[src/rtl/gth_pkg.sv]
`timescale 1ns/1ps
package gth_pkg;

    typedef enum logic [2:0] {
        S_IDLE,
        S_SCAN,
        S_REQ,
        S_WAIT,
        S_DONE
    } gth_state_e;

    function automatic logic [63:0] gth_sext32(input logic [31:0] w);
        return {{32{w[31]}}, w};
    endfunction

endpackage

[src/rtl/gth_addr_gen.sv]
`timescale 1ns/1ps
module gth_addr_gen #(
    parameter int ADDR_W = 64,
    parameter int NARROW_W = 32
) (
    input  logic [ADDR_W-1:0] base,
    input  logic [ADDR_W-1:0] idx,
    input  logic              off_wide,
    input  logic              ext_signed,
    input  logic              scaled,
    output logic [ADDR_W-1:0] addr
);
    localparam int HI_W = ADDR_W - NARROW_W;

    logic [ADDR_W-1:0] offset;
    logic              fill;

    always_comb begin
        fill = ext_signed & idx[NARROW_W-1];
        if (off_wide) begin
            offset = idx;
        end else begin
            offset = {{HI_W{fill}}, idx[NARROW_W-1:0]};
        end
        addr = base + (scaled ? {offset[ADDR_W-3:0], 2'b00} : offset);
    end
endmodule

[src/rtl/gth_lane_pick.sv]
`timescale 1ns/1ps
module gth_lane_pick #(
    parameter int LANES = 4,
    parameter int LIDX_W = 2,
    parameter int CUR_W = 3
) (
    input  logic [LANES-1:0]  act,
    input  logic [CUR_W-1:0]  cursor,
    output logic              found,
    output logic [LIDX_W-1:0] lane
);
    always_comb begin
        found = 1'b0;
        lane  = '0;
        for (int i = LANES - 1; i >= 0; i--) begin
            if (act[i] && (CUR_W'(i) >= cursor)) begin
                found = 1'b1;
                lane  = LIDX_W'(i);
            end
        end
    end
endmodule

[src/rtl/vgather_seq.sv]
`timescale 1ns/1ps
module vgather_seq #(
    parameter int VEC_BITS = 256,
    parameter int LANE_W = 64,
    parameter int WORD_W = 32
) (
    input  logic                  clk,
    input  logic                  rst_n,
    input  logic                  start,
    input  logic [LANE_W-1:0]     base,
    input  logic                  base_is_sp,
    input  logic [VEC_BITS-1:0]   index_vec,
    input  logic [VEC_BITS/8-1:0] pred,
    input  logic                  off_wide,
    input  logic                  ext_signed,
    input  logic                  scaled,
    output logic                  req_valid,
    input  logic                  req_ready,
    output logic [LANE_W-1:0]     req_addr,
    input  logic                  rsp_valid,
    input  logic [WORD_W-1:0]     rsp_data,
    input  logic                  rsp_err,
    output logic [VEC_BITS-1:0]   result,
    output logic                  done,
    output logic                  fault,
    output logic                  busy
);
    import gth_pkg::*;

    localparam int LANES  = VEC_BITS / LANE_W;
    localparam int LIDX_W = (LANES > 1) ? $clog2(LANES) : 1;
    localparam int CUR_W  = LIDX_W + 1;
    localparam int PBITS  = LANE_W / 8;

    gth_state_e state_q, state_d;

    logic [LANES-1:0]    act_in, act_q;
    logic [VEC_BITS-1:0] idx_q, acc_q, result_q;
    logic [LANE_W-1:0]   base_q;
    logic                wide_q, sgn_q, scl_q, fault_q;
    logic [CUR_W-1:0]    cur_q;
    logic [LIDX_W-1:0]   lane_q, pick_lane;
    logic                pick_found;
    logic                any_in, misaligned_in;
    logic                unused_pred_bits;

    for (genvar e = 0; e < LANES; e++) begin : g_lane_en
        assign act_in[e] = pred[PBITS*e];
    end
    assign unused_pred_bits = ^pred;

    assign any_in        = |act_in;
    assign misaligned_in = base_is_sp & (|base[3:0]);

    gth_lane_pick #(.LANES(LANES), .LIDX_W(LIDX_W), .CUR_W(CUR_W)) u_pick (
        .act    (act_q),
        .cursor (cur_q),
        .found  (pick_found),
        .lane   (pick_lane)
    );

    gth_addr_gen #(.ADDR_W(LANE_W), .NARROW_W(WORD_W)) u_addr (
        .base       (base_q),
        .idx        (idx_q[lane_q*LANE_W +: LANE_W]),
        .off_wide   (wide_q),
        .ext_signed (sgn_q),
        .scaled     (scl_q),
        .addr       (req_addr)
    );

    // next-state logic
    always_comb begin
        state_d = state_q;
        unique case (state_q)
            S_IDLE: if (start) state_d = (any_in && misaligned_in) ? S_DONE : S_SCAN;
            S_SCAN: state_d = pick_found ? S_REQ : S_DONE;
            S_REQ:  if (req_ready) state_d = S_WAIT;
            S_WAIT: if (rsp_valid) state_d = rsp_err ? S_DONE : S_SCAN;
            S_DONE: state_d = S_IDLE;
            default: state_d = S_IDLE;
        endcase
    end

    // state register and datapath
    always_ff @(posedge clk) begin
        if (!rst_n) begin
            state_q  <= S_IDLE;
            act_q    <= '0;
            idx_q    <= '0;
            acc_q    <= '0;
            result_q <= '0;
            base_q   <= '0;
            wide_q   <= 1'b0;
            sgn_q    <= 1'b0;
            scl_q    <= 1'b0;
            fault_q  <= 1'b0;
            cur_q    <= '0;
            lane_q   <= '0;
        end else begin
            state_q <= state_d;
            unique case (state_q)
                S_IDLE: if (start) begin
                    act_q   <= act_in;
                    idx_q   <= index_vec;
                    base_q  <= base;
                    wide_q  <= off_wide;
                    sgn_q   <= ext_signed;
                    scl_q   <= scaled;
                    acc_q   <= '0;
                    cur_q   <= '0;
                    fault_q <= any_in & misaligned_in;
                end
                S_SCAN: begin
                    if (pick_found) lane_q <= pick_lane;
                    else            result_q <= acc_q;
                end
                S_WAIT: if (rsp_valid) begin
                    if (rsp_err) begin
                        fault_q <= 1'b1;
                    end else begin
                        acc_q[lane_q*LANE_W +: LANE_W] <= gth_sext32(rsp_data);
                        cur_q <= {1'b0, lane_q} + CUR_W'(1);
                    end
                end
                default: ;
            endcase
        end
    end

    // outputs
    always_comb begin
        req_valid = (state_q == S_REQ);
        done      = (state_q == S_DONE);
        fault     = (state_q == S_DONE) && fault_q;
        busy      = (state_q != S_IDLE);
        result    = result_q;
    end

    p_req_hold_r11: assert property (@(posedge clk) disable iff (!rst_n)
        (req_valid && !req_ready) |=> (req_valid && $stable(req_addr)));

    p_active_only_r6: assert property (@(posedge clk) disable iff (!rst_n)
        req_valid |-> act_q[lane_q]);

    p_done_pulse_r12: assert property (@(posedge clk) disable iff (!rst_n)
        done |=> !done);

    p_fault_keeps_result_r10: assert property (@(posedge clk) disable iff (!rst_n)
        fault |-> $stable(result));

    p_misaligned_noread_r9: assert property (@(posedge clk) disable iff (!rst_n)
        (state_q == S_IDLE && start && any_in && misaligned_in) |=> (done && fault && !req_valid));

    p_none_active_r8: assert property (@(posedge clk) disable iff (!rst_n)
        (state_q == S_IDLE && start && !any_in) |=> (!req_valid && !fault));

endmodule

[config.mk]
export PLATFORM = sky130hd
export DESIGN_NAME = vgather_seq
export DESIGN_NICKNAME = d
export VERILOG_FILES = /design/src/rtl/gth_pkg.sv /design/src/rtl/gth_addr_gen.sv /design/src/rtl/gth_lane_pick.sv /design/src/rtl/vgather_seq.sv
export SDC_FILE = /design/constraint.sdc
export NUM_CORES = 1
export LEC_CHECK = 0
export BUFFER_PORTS_ARGS = -buffer_cell sky130_fd_sc_hd__buf_2
export CORE_MARGIN = 2
export CORE_UTILIZATION = 35
export CTS_BUF_LIST = sky130_fd_sc_hd__clkbuf_4 sky130_fd_sc_hd__clkbuf_8 sky130_fd_sc_hd__clkbuf_16
export DETAILED_ROUTE_END_ITERATION = 8
export HOLD_SLACK_MARGIN = 0.03
export PLACE_DENSITY = 0.57
export SLEW_MARGIN = 25
export SYNTH_ARGS = -nofsm -noshare
export SYNTH_HDL_FRONTEND = slang
export SYNTH_SLANG_ARGS = --single-unit
[constraint.sdc]
create_clock -name clk -period 10.07 [get_ports clk]
set_input_delay 1.5105 -clock clk [delete_from_list [all_inputs] [get_ports clk]]
set_output_delay 1.5105 -clock clk [all_outputs]
set_load 0.02 [all_outputs]
# Word-level counts from Yosys, hierarchy flattened
# Cells that the tools add are included.
dict set report classes {
  n_addsub 3
  magnitude_cmp 4
  n_eq_ne 9
  shift 3
  n_mux 30
  n_bitwise 4
  reduce_logical 17
}
# op count
set op_table {}
lappend op_table {{two-way mux 256 bit} 3}
lappend op_table {{one-hot mux 256 bit (2 select lines)} 1}
lappend op_table {{bitwise mux 256 bit} 1}
lappend op_table {{variable shift 64 x 34 -> 256 bit (first input constant)} 1}
lappend op_table {{indexed part select 256 x 9 -> 64 bit} 1}
lappend op_table {{indexed part select 64 x 34 -> 256 bit} 1}
lappend op_table {{two-way mux 64 bit} 2}
lappend op_table {{adder 64 bit} 1}
lappend op_table {{negator 8 -> 34 bit} 1}
lappend op_table {{two-way mux 3 bit} 9}
lappend op_table {{one-hot mux 3 bit (4 select lines)} 1}
lappend op_table {{two-way mux 2 bit} 4}
lappend op_table {{inequality test 2 bit (second input constant)} 4}
lappend op_table {{AND reduction 4 bit} 2}
lappend op_table {{OR reduction 4 bit} 2}
lappend op_table {{two-way mux 1 bit} 7}
lappend op_table {{equality test 3 x 2 -> 1 bit (second input constant)} 2}
lappend op_table {{greater-or-equal comparator 1 x 3 -> 1 bit (first input constant)} 2}
lappend op_table {{greater-or-equal comparator 2 x 3 -> 1 bit (first input constant)} 2}
lappend op_table {{logical AND 1 bit} 6}
lappend op_table {{one-hot mux 3 bit (2 select lines)} 1}
lappend op_table {{AND reduction 2 bit} 3}
lappend op_table {{adder 2 x 1 -> 3 bit (second input constant)} 1}
lappend op_table {{AND 1 bit} 3}
lappend op_table {{other kinds (9)} 9}
dict set report totals {
  regBits 848
  in_bits 394
  out_inout_bits 324
  wordCells 82
}

# Logic depth before layout (Yosys ltp)
# Gate-level depths: netlist (run 1).
dict set report logic_depth {
  depth_word 8
  mapped_depth 16
  mapped_depth_nobuf 14
}

# By module
# From an unflattened synthesis (run 1), not the netlist that was laid out.
dict set report unflattened {
  cells_unflattened 3445
  hier_area_um2 29749.8
}
# module n_inst cells_per_inst area_each_um2 seq_area_each_um2
set by_module_without_submodules {}
lappend by_module_without_submodules {vgather_seq 1 2775 25076.6 11851.4}
lappend by_module_without_submodules {gth_addr_gen 1 659 4605.7 0.0}
lappend by_module_without_submodules {gth_lane_pick 1 11 67.6 0.0}

# Worst setup path before layout (run 1)
# No wires, ideal clock.
dict set report synth_timing {
  path_kind {flip-flop to output port}
  startpoint {reg lane_q[0]}
  endpoint {out req_addr[56]}
  arrival_ns 4.606
  required_time_ns 8.559
  path_slack_ns 3.953
  stages_incl_launch_ff 15
  path_buffers 3
  path_cell_list {dfxtp_1 -> clkbuf_1 -> buf_1 -> mux4_2 -> mux2_2 -> ha_1 -> buf_2 -> nand4_1 -> or2_2 -> a31o_2 -> a41oi_2 -> a211oi_2 -> o211ai_2 -> nor4_1 -> a311oi_1}
}
dict set report synth_via {
  elab_chain_len 5
}
# item line
set synth_rtl {}
lappend synth_rtl {{start, declared} vgather_seq.sv:42} ;# logic [LIDX_W-1:0] lane_q, pick_lane;
lappend synth_rtl {{start signal, assigned} vgather_seq.sv:114} ;# if (pick_found) lane_q <= pick_lane;
lappend synth_rtl {{indexed part select 256 x 9 -> 64 bit (*)} vgather_seq.sv:64} ;# .idx (idx_q[lane_q*LANE_W +: LANE_W]),
lappend synth_rtl {{AND 1 bit} gth_addr_gen.sv:19} ;# fill = ext_signed & idx[NARROW_W-1];
lappend synth_rtl {{two-way mux 64 bit (*)} gth_addr_gen.sv:20} ;# if (off_wide) begin
lappend synth_rtl {{two-way mux 64 bit (*)} gth_addr_gen.sv:25} ;# addr = base + (scaled ? {offset[ADDR_W-3:0], 2'b00} : offset);
lappend synth_rtl {{adder 64 bit (*)} gth_addr_gen.sv:25}
lappend synth_rtl {{end, declared} vgather_seq.sv:19} ;# output logic [LANE_W-1:0] req_addr,
# Mark *: on every way between the ends. The rest lies on a longest branch, timed or not.

# Final worst setup path (run 1)
dict set report layout_timing {
  startpoint {reg lane_q[0]}
  endpoint {out req_addr[62]}
}
# Same word-level chain as after synthesis.

==> results.toml, run 1 <==
[global_routing]
antenna_found_initial = 27
grt_max_degree = 233
grt_pass1_vias = 24500
track_usage = 0.221
grt_pass1_wl_um = 148000
gr-total-overflow = 0

[layout]
final_common_cell = "nand2_1"
drive_gt1_frac = 0.245
fin_cells = 5066
mostFrequentLayoutCells = "1131 x nand2_1, 688 x buf_2, 589 x dfxtp_1"
n_fill_cell = 8473
final_nets = 4391
areaGrowthSynthToFinish_pct = 19.5

[sta]
period_needed_ns = 7.64
final.setup.tns_ns = 0
fmax_mhz = 131
fin_crit_sh = 0.759
final-setup-viol-count = 0
timing.hold.ws_ns = 0.460
worst_pin_slew_ns = 1.15
drv_slew = 0
fin_worst_skew_ns = 0.0196
rsz0062_at_grt = "no"
slew_headroom = 0.235
timing_hold_violations_final = 0

[detailed_routing]
routed_wl_um = 99000
via_per_inst = 5.09
drtAntennaViolNets = 0
via_count = 25800
wire_per_inst_um = 19.5
first_pass_iters = 5
drc = 0
initialDrtViolationCount = 1790

[die]
num_io_pins = 718
chipWidth_um = 293
start_util = 0.355
dieArea_um2 = 85800
chipHeight_um = 293
num_rows = 105
core_um2 = 82400

[status]
status = "finished, final reports clean"

[pwr]
clockPowerShare = 0.348
power_density_nw_per_um2 = 225
p_switching_uw = 2900
leakage_uw = 0.0143
power_frac_seq = 0.349
p_int_uw = 4960
p_comb_frac = 0.303
max-vdd-ir-drop_mv = 0.129
p_sw_frac = 0.369

[critical_path]
path_class = "reg2out"
cp.arrival_ns = 6.13
r2r_cells = 8
path_cells = "buf_4, mux4_2, nor2b_1, o31ai_1, ha_1, nand2_1, nor4_1, nand2_1, o21ai_1, a22oi_1, a221oi_1, a31oi_1, xnor2_1, buf_2"
required_ns = 8.56
cp_max_fo = 39
critical-path-max-stage-delay_ns = 0.92
crit_slowest_cell = "dfxtp_4"
rr_endpoint = "result[142]"
cpMostUsedCell = "nand2_1"
end_kind = "output port"
critPathLaunchType = "register"
rrSetupSlack_ns = 7.05
crit-reg2reg-launch = "act_q[0]"

[yosys]
ys.flop_type = "dfxtp_1"
post_synth.cell_area_avg_um2 = 8.28
yosysWarnings = 0
ys_types = 72
yosysSeqAreaShare = 0.406
synth_edf_count = 0
async_flop_share = 0
netlist_instances = 3526
synth-seq-cells = 592
syn_nets = 3989
syn-cell-area_um2 = 29200

[clocking]
cts_resized = 0
cts.sinks = 592
postCtsSetupBuffers = 0
clock_latency_ns = 0.61
cts_root_buf = "clkbuf_16"
cts-buffers-inserted = 71
cts_buffer_depth = 3
cts_tree = "done"
path_clk_slew_ns = 0.06
cts_max_level = 3
ctsHoldBuffers = 0

[min_path]
holdPathEnd = "result[196]"
hold_depth = 2
min-delay-start = "result[196]"
hold_class = "reg2reg"

[place]
dp_cells = 4925
gp_congestion = 0.878
port_buffers = 689
post-dp-hpwl_um = 70200

[job]
maxCapViolCount = 0
## critical path, delay by kind of cell (launching register included)
family | cells | cell delay (ns)
mux | 1 | 0.60
buf+inv | 2 | 0.89
fa+ha+maj | 1 | 0.45
compound gates | 5 | 1.52
simple gates | 4 | 0.83
xor+xnor | 1 | 0.26
flops | 1 | 0.92
## cells by family (layout without fill, tap and decap cells)
group | Yosys count | count (layout) | share of synthesized area
simple gates | 1425 | 1425 | 0.200
other cells | 0 | 17 | 0
mux | 97 | 97 | 0.0619
xor+xnor | 59 | 59 | 0.0177
fa+ha+maj | 69 | 69 | 0.0298
compound gates | 866 | 866 | 0.213
flops | 592 | 592 | 0.406
buf+inv | 418 | 871 | 0.0719
## per-stage QoR
step / cell area [µm²] / total power, µW / utilization / worst slack, ns
after detailed placement: 32300 / 5180 / 0.393 / 2.98
final: 34900 / 7860 / 0.424 / 2.43
after floorplan: 29200 / 4320 / - / 3.95
after global placement: 32300 / 5160 / 0.393 / 3.04
after global routing: 34900 / 8260 / 0.423 / 1.95
after CTS: 34800 / 7940 / 0.423 / 2.31
## power groups by stage
| stage | sequential [µW] | combinational [µW] | clock (µW) |
|---|---|---|---|
| after floorplan | 2720 | 1600 | 0 |
| after global placement | 2790 | 2380 | 0 |
| after detailed placement | 2790 | 2390 | 0 |
| after CTS | 2740 | 2390 | 2800 |
| after global routing | 2770 | 2590 | 2890 |
| final | 2740 | 2380 | 2730 |
## registers in the layout, indices dropped and copies added (netlist names)
register	cells
lane_q	2
wide_q	1
result	128
fault_q	1
state_q	3
base_q	64
idx_q	256
scl_q	1
act_q	4
acc_q	128
cur_q	3
sgn_q	1
## cell type report
type,instances,area (µm²),share of cell area
flip-flops and latches,592,11900,0.340
clock buffers,103,2180,0.0624
inverters,30,113,0.00323
diodes,17,42.5,0.00122
multi-input cells,2516,15300,0.439
clock inverters,21,334,0.00957
repair buffers,717,3700,0.106
well taps,1070,1340,0.0384
## metal layers
| layer | vias to the layer above | routed length, µm | GRT usage |
|---|---|---|---|
| li1 | 12600 | - | - |
| met1 | 12200 | 43000 | 0.289 |
| met2 | 754 | 44800 | 0.351 |
| met3 | 181 | 8080 | 0.0594 |
| met4 | 24 | 2910 | 0.0739 |
| met5 | - | 164 | 0 |
## worst max-delay path by stage
stage | startpoint | endpoint
floorplan | lane_q[0] | req_addr[56]
global placement | lane_q[0] | req_addr[62]
detailed placement | lane_q[0] | req_addr[58]
CTS | lane_q[0] | req_addr[58]
global route | lane_q[0] | req_addr[58]
finish | lane_q[0] | req_addr[62]
## cell usage after synthesis (4+ instances only)
library cell / number / area [µm²]
nand3b_1: 5 / 37.5
nor3_1: 15 / 75.1
or2_2: 4 / 25.0
nand2_1: 1132 / 4250
o21ai_1: 6 / 30.0
mux2_2: 30 / 338
dfxtp_1: 592 / 11900
buf_4: 129 / 968
nor4_1: 10 / 62.6
a21o_1: 32 / 240
mux4_2: 64 / 1440
clkbuf_1: 233 / 875
xor2_1: 23 / 201
a21boi_0: 556 / 4170
buf_6: 4 / 45.0
a22oi_1: 36 / 270
o21bai_1: 14 / 105
xnor2_1: 36 / 315
o21a_1: 9 / 67.6
a21oi_1: 89 / 445
nor2_1: 41 / 154
o21ai_0: 42 / 210
and3_1: 10 / 62.6
buf_2: 13 / 65.1
buf_1: 8 / 30.0
nand3_1: 115 / 576
ha_1: 68 / 851
a31oi_1: 37 / 231
and2_1: 13 / 81.3
inv_1: 29 / 109
nor2b_1: 42 / 263
nand4_1: 17 / 106
o211ai_1: 7 / 52.6
nand2b_1: 4 / 25.0
Note: power is estimated with default switching activity, not from simulation.
==> run 2: changes to the inputs <==
--- a/config.mk
+++ b/config.mk
@@ -5,13 +5,14 @@
 export SDC_FILE = /design/constraint.sdc
 export NUM_CORES = 1
 export LEC_CHECK = 0
+export ABC_AREA = 1
 export BUFFER_PORTS_ARGS = -buffer_cell sky130_fd_sc_hd__buf_2
 export CORE_MARGIN = 2
 export CORE_UTILIZATION = 35
 export CTS_BUF_LIST = sky130_fd_sc_hd__clkbuf_4 sky130_fd_sc_hd__clkbuf_8 sky130_fd_sc_hd__clkbuf_16
 export DETAILED_ROUTE_END_ITERATION = 8
 export HOLD_SLACK_MARGIN = 0.03
-export PLACE_DENSITY = 0.57
+export PLACE_DENSITY = 0.59
 export SLEW_MARGIN = 25
 export SYNTH_ARGS = -nofsm -noshare
 export SYNTH_HDL_FRONTEND = slang
==> constraint.sdc (replaced) <==
create_clock -name clk -period 7 [get_ports clk]
set_input_delay 1.05 -clock clk [delete_from_list [all_inputs] [get_ports clk]]
set_output_delay 1.05 -clock clk [all_outputs]
set_load 0.02 [all_outputs]
==> results.toml, run 2 <==
[sta]
final-setup-viol-count = 0
timing.hold.ws_ns = 0.446
rsz0062_at_grt = "no"
slew_headroom = 0.316
worst_pin_slew_ns = 1.03
final.setup.tns_ns = 0
timing_hold_violations_final = 0
fin_crit_sh = 0.881
period_needed_ns = 6.17
fmax_mhz = 162
drv_slew = 0
fin_worst_skew_ns = 0.0326

[global_routing]
grt_pass1_wl_um = 182000
grt_pass1_vias = 29000
antenna_found_initial = 30
gr-total-overflow = 0
track_usage = 0.262
grt_max_degree = 216

[pwr]
max-vdd-ir-drop_mv = 0.174
p_total_uw = 12100
leakage_uw = 0.0174
power_density_nw_per_um2 = 328

[detailed_routing]
drc = 0
initialDrtViolationCount = 2722
via_count = 32200
via_per_inst = 5.00
highest_layer = "met5"
wl_met3_um = 8410
wl_met1_um = 56300
first_pass_iters = 5
wl_met2_um = 56400
routed_wl_um = 126000
drtAntennaViolNets = 0
wire_per_inst_um = 19.6

[die]
dieArea_um2 = 91800
chipHeight_um = 303
core_um2 = 88500
num_io_pins = 718
num_rows = 109
start_util = 0.354
chipWidth_um = 303

[clocking]
cts_tree = "done"
cts.sinks = 592
cts_buffer_depth = 3
postCtsSetupBuffers = 0
cts-buffers-inserted = 70
cts_resized = 0
cts_max_level = 3
cts_root_buf = "clkbuf_16"
ctsHoldBuffers = 0
clock_latency_ns = 0.65
path_clk_slew_ns = 0.06

[critical_path]
crit_slowest_cell = "dfxtp_4"
end_kind = "output port"
critical-path-max-stage-delay_ns = 0.72
required_ns = 5.95
cpMostUsedCell = "nand2_1"
critPathLaunchType = "register"
cp.arrival_ns = 5.12
cp_max_fo = 121
path_class = "reg2out"
path_cells = "buf_12, a21oi_1, o21ai_0, nand2_1, o21ai_0, ha_1, nand2_1, inv_1, nand2_1, nand3_1, nand2_1, nand2_1, nand2_1, nand2_1, xor2_1, buf_2"

[layout]
top_register = "idx_q"
mostFrequentLayoutCells = "1077 x nand2_1, 687 x buf_2, 587 x dfxtp_1"
finalCoreUtilization = 0.418
final_nets = 5665
largest_register_ffs = 256
drive_gt1_frac = 0.169
fin_cells = 6438
areaGrowthSynthToFinish_pct = 18.2
final_common_cell = "nand2_1"

[yosys]
synth_area_leaders = "dfxtp_1 38%, nand2_1 13%, a21oi_1 8.9%, o21ai_0 7.5%, nor2_1 6.9%"
syn-cell-area_um2 = 31300
ys.flop_type = "dfxtp_1"
yosysWarnings = 0
yosysSeqAreaShare = 0.379
post_synth.cell_area_avg_um2 = 6.47
synth_common_cells = "1079 x nand2_1, 592 x dfxtp_1, 577 x nor2_1"
yosys.cell_count.top_type = "nand2_1"
netlist_instances = 4837
yosysTopAreaCell = "dfxtp_1"
synth_top_cell_area_share = 0.379
synth_edf_count = 0
syn_nets = 5300
ys_types = 37
async_flop_share = 0
synth-seq-cells = 592

[job]
maxCapViolCount = 0

[place]
post-dp-hpwl_um = 93500
dp_cells = 6295
port_buffers = 689
gp_congestion = 0.977

[min_path]
hold_class = "reg2reg"

[status]
status = "finished, final reports clean"
==> run 2: kinds of logic (layout without fill, tap and decap cells) <==
kind of cell / count (synthesis) / after routing / share of synthesized area
and+or+nand+nor: 2112 / 2112 / 0.275
buffers and inverters: 950 / 1372 / 0.133
xor gates and xnor gates: 30 / 30 / 0.00839
other: 0 / 14 / 0
adders and majority gates: 69 / 69 / 0.0278
DFF: 592 / 592 / 0.379
AOI/OAI and AO/OA: 1084 / 1084 / 0.177
==> run 2: layout make-up <==
cell class / instances / area [µm²]
fillers: 9561 / 51500
clock inverters: 35 / 518
repair buffers: 721 / 3780
flip-flops and latches: 592 / 11900
clock buffers: 94 / 2050
inverters: 522 / 1980
well taps: 1165 / 1460
diodes: 14 / 35.0
multi-input cells: 3295 / 15300
==> run 2: worst max-delay path: cells and delay by family, from the launching register on <==
| family | cells | cell delay, ns |
|---|---|---|
| compound gates | 3 | 0.94 |
| simple gates | 8 | 1.16 |
| buf+inv | 3 | 0.71 |
| xor+xnor | 1 | 0.40 |
| fa+ha+maj | 1 | 0.41 |
| flops | 1 | 0.72 |
==> run 2: per-layer routing <==
metal | GRT usage | vias to the layer above
met3 | 0.0392 | 212
li1 | - | 16100
met1 | 0.358 | 14700
met4 | 0.116 | 26
met2 | 0.409 | 1149
met5 | 0 | -
==> run 2: final timing paths <==
kind	depth (start not counted)	slack (ns)	end	start
setup reg to reg	9	3.45	acc_q[142]	lane_q[0]
hold / removal	2	0.45	idx_q[10]	idx_q[10]
setup / recovery	16	0.83	req_addr[22]	lane_q[0]
hold reg to reg	2	0.45	idx_q[10]	idx_q[10]
==> run 2: power breakdown <==
group	switching, µW	leakage [µW]	internal [µW]
clock	1620	0.00126	2360
combinational	2940	0.0113	1150
sequential	259	0.00485	3800
==> run 2: per-stage QoR <==
| step | setup WS [ns] | instance area (µm²) |
|---|---|---|
| 2_1_floorplan | 2.92 | 31300 |
| 3_3_place_gp | 1.49 | 34400 |
| 3_5_place_dp | 1.44 | 34400 |
| 4_1_cts | 0.750 | 36900 |
| 5_1_grt | 0.428 | 37000 |
| 6_report | 0.830 | 37000 |
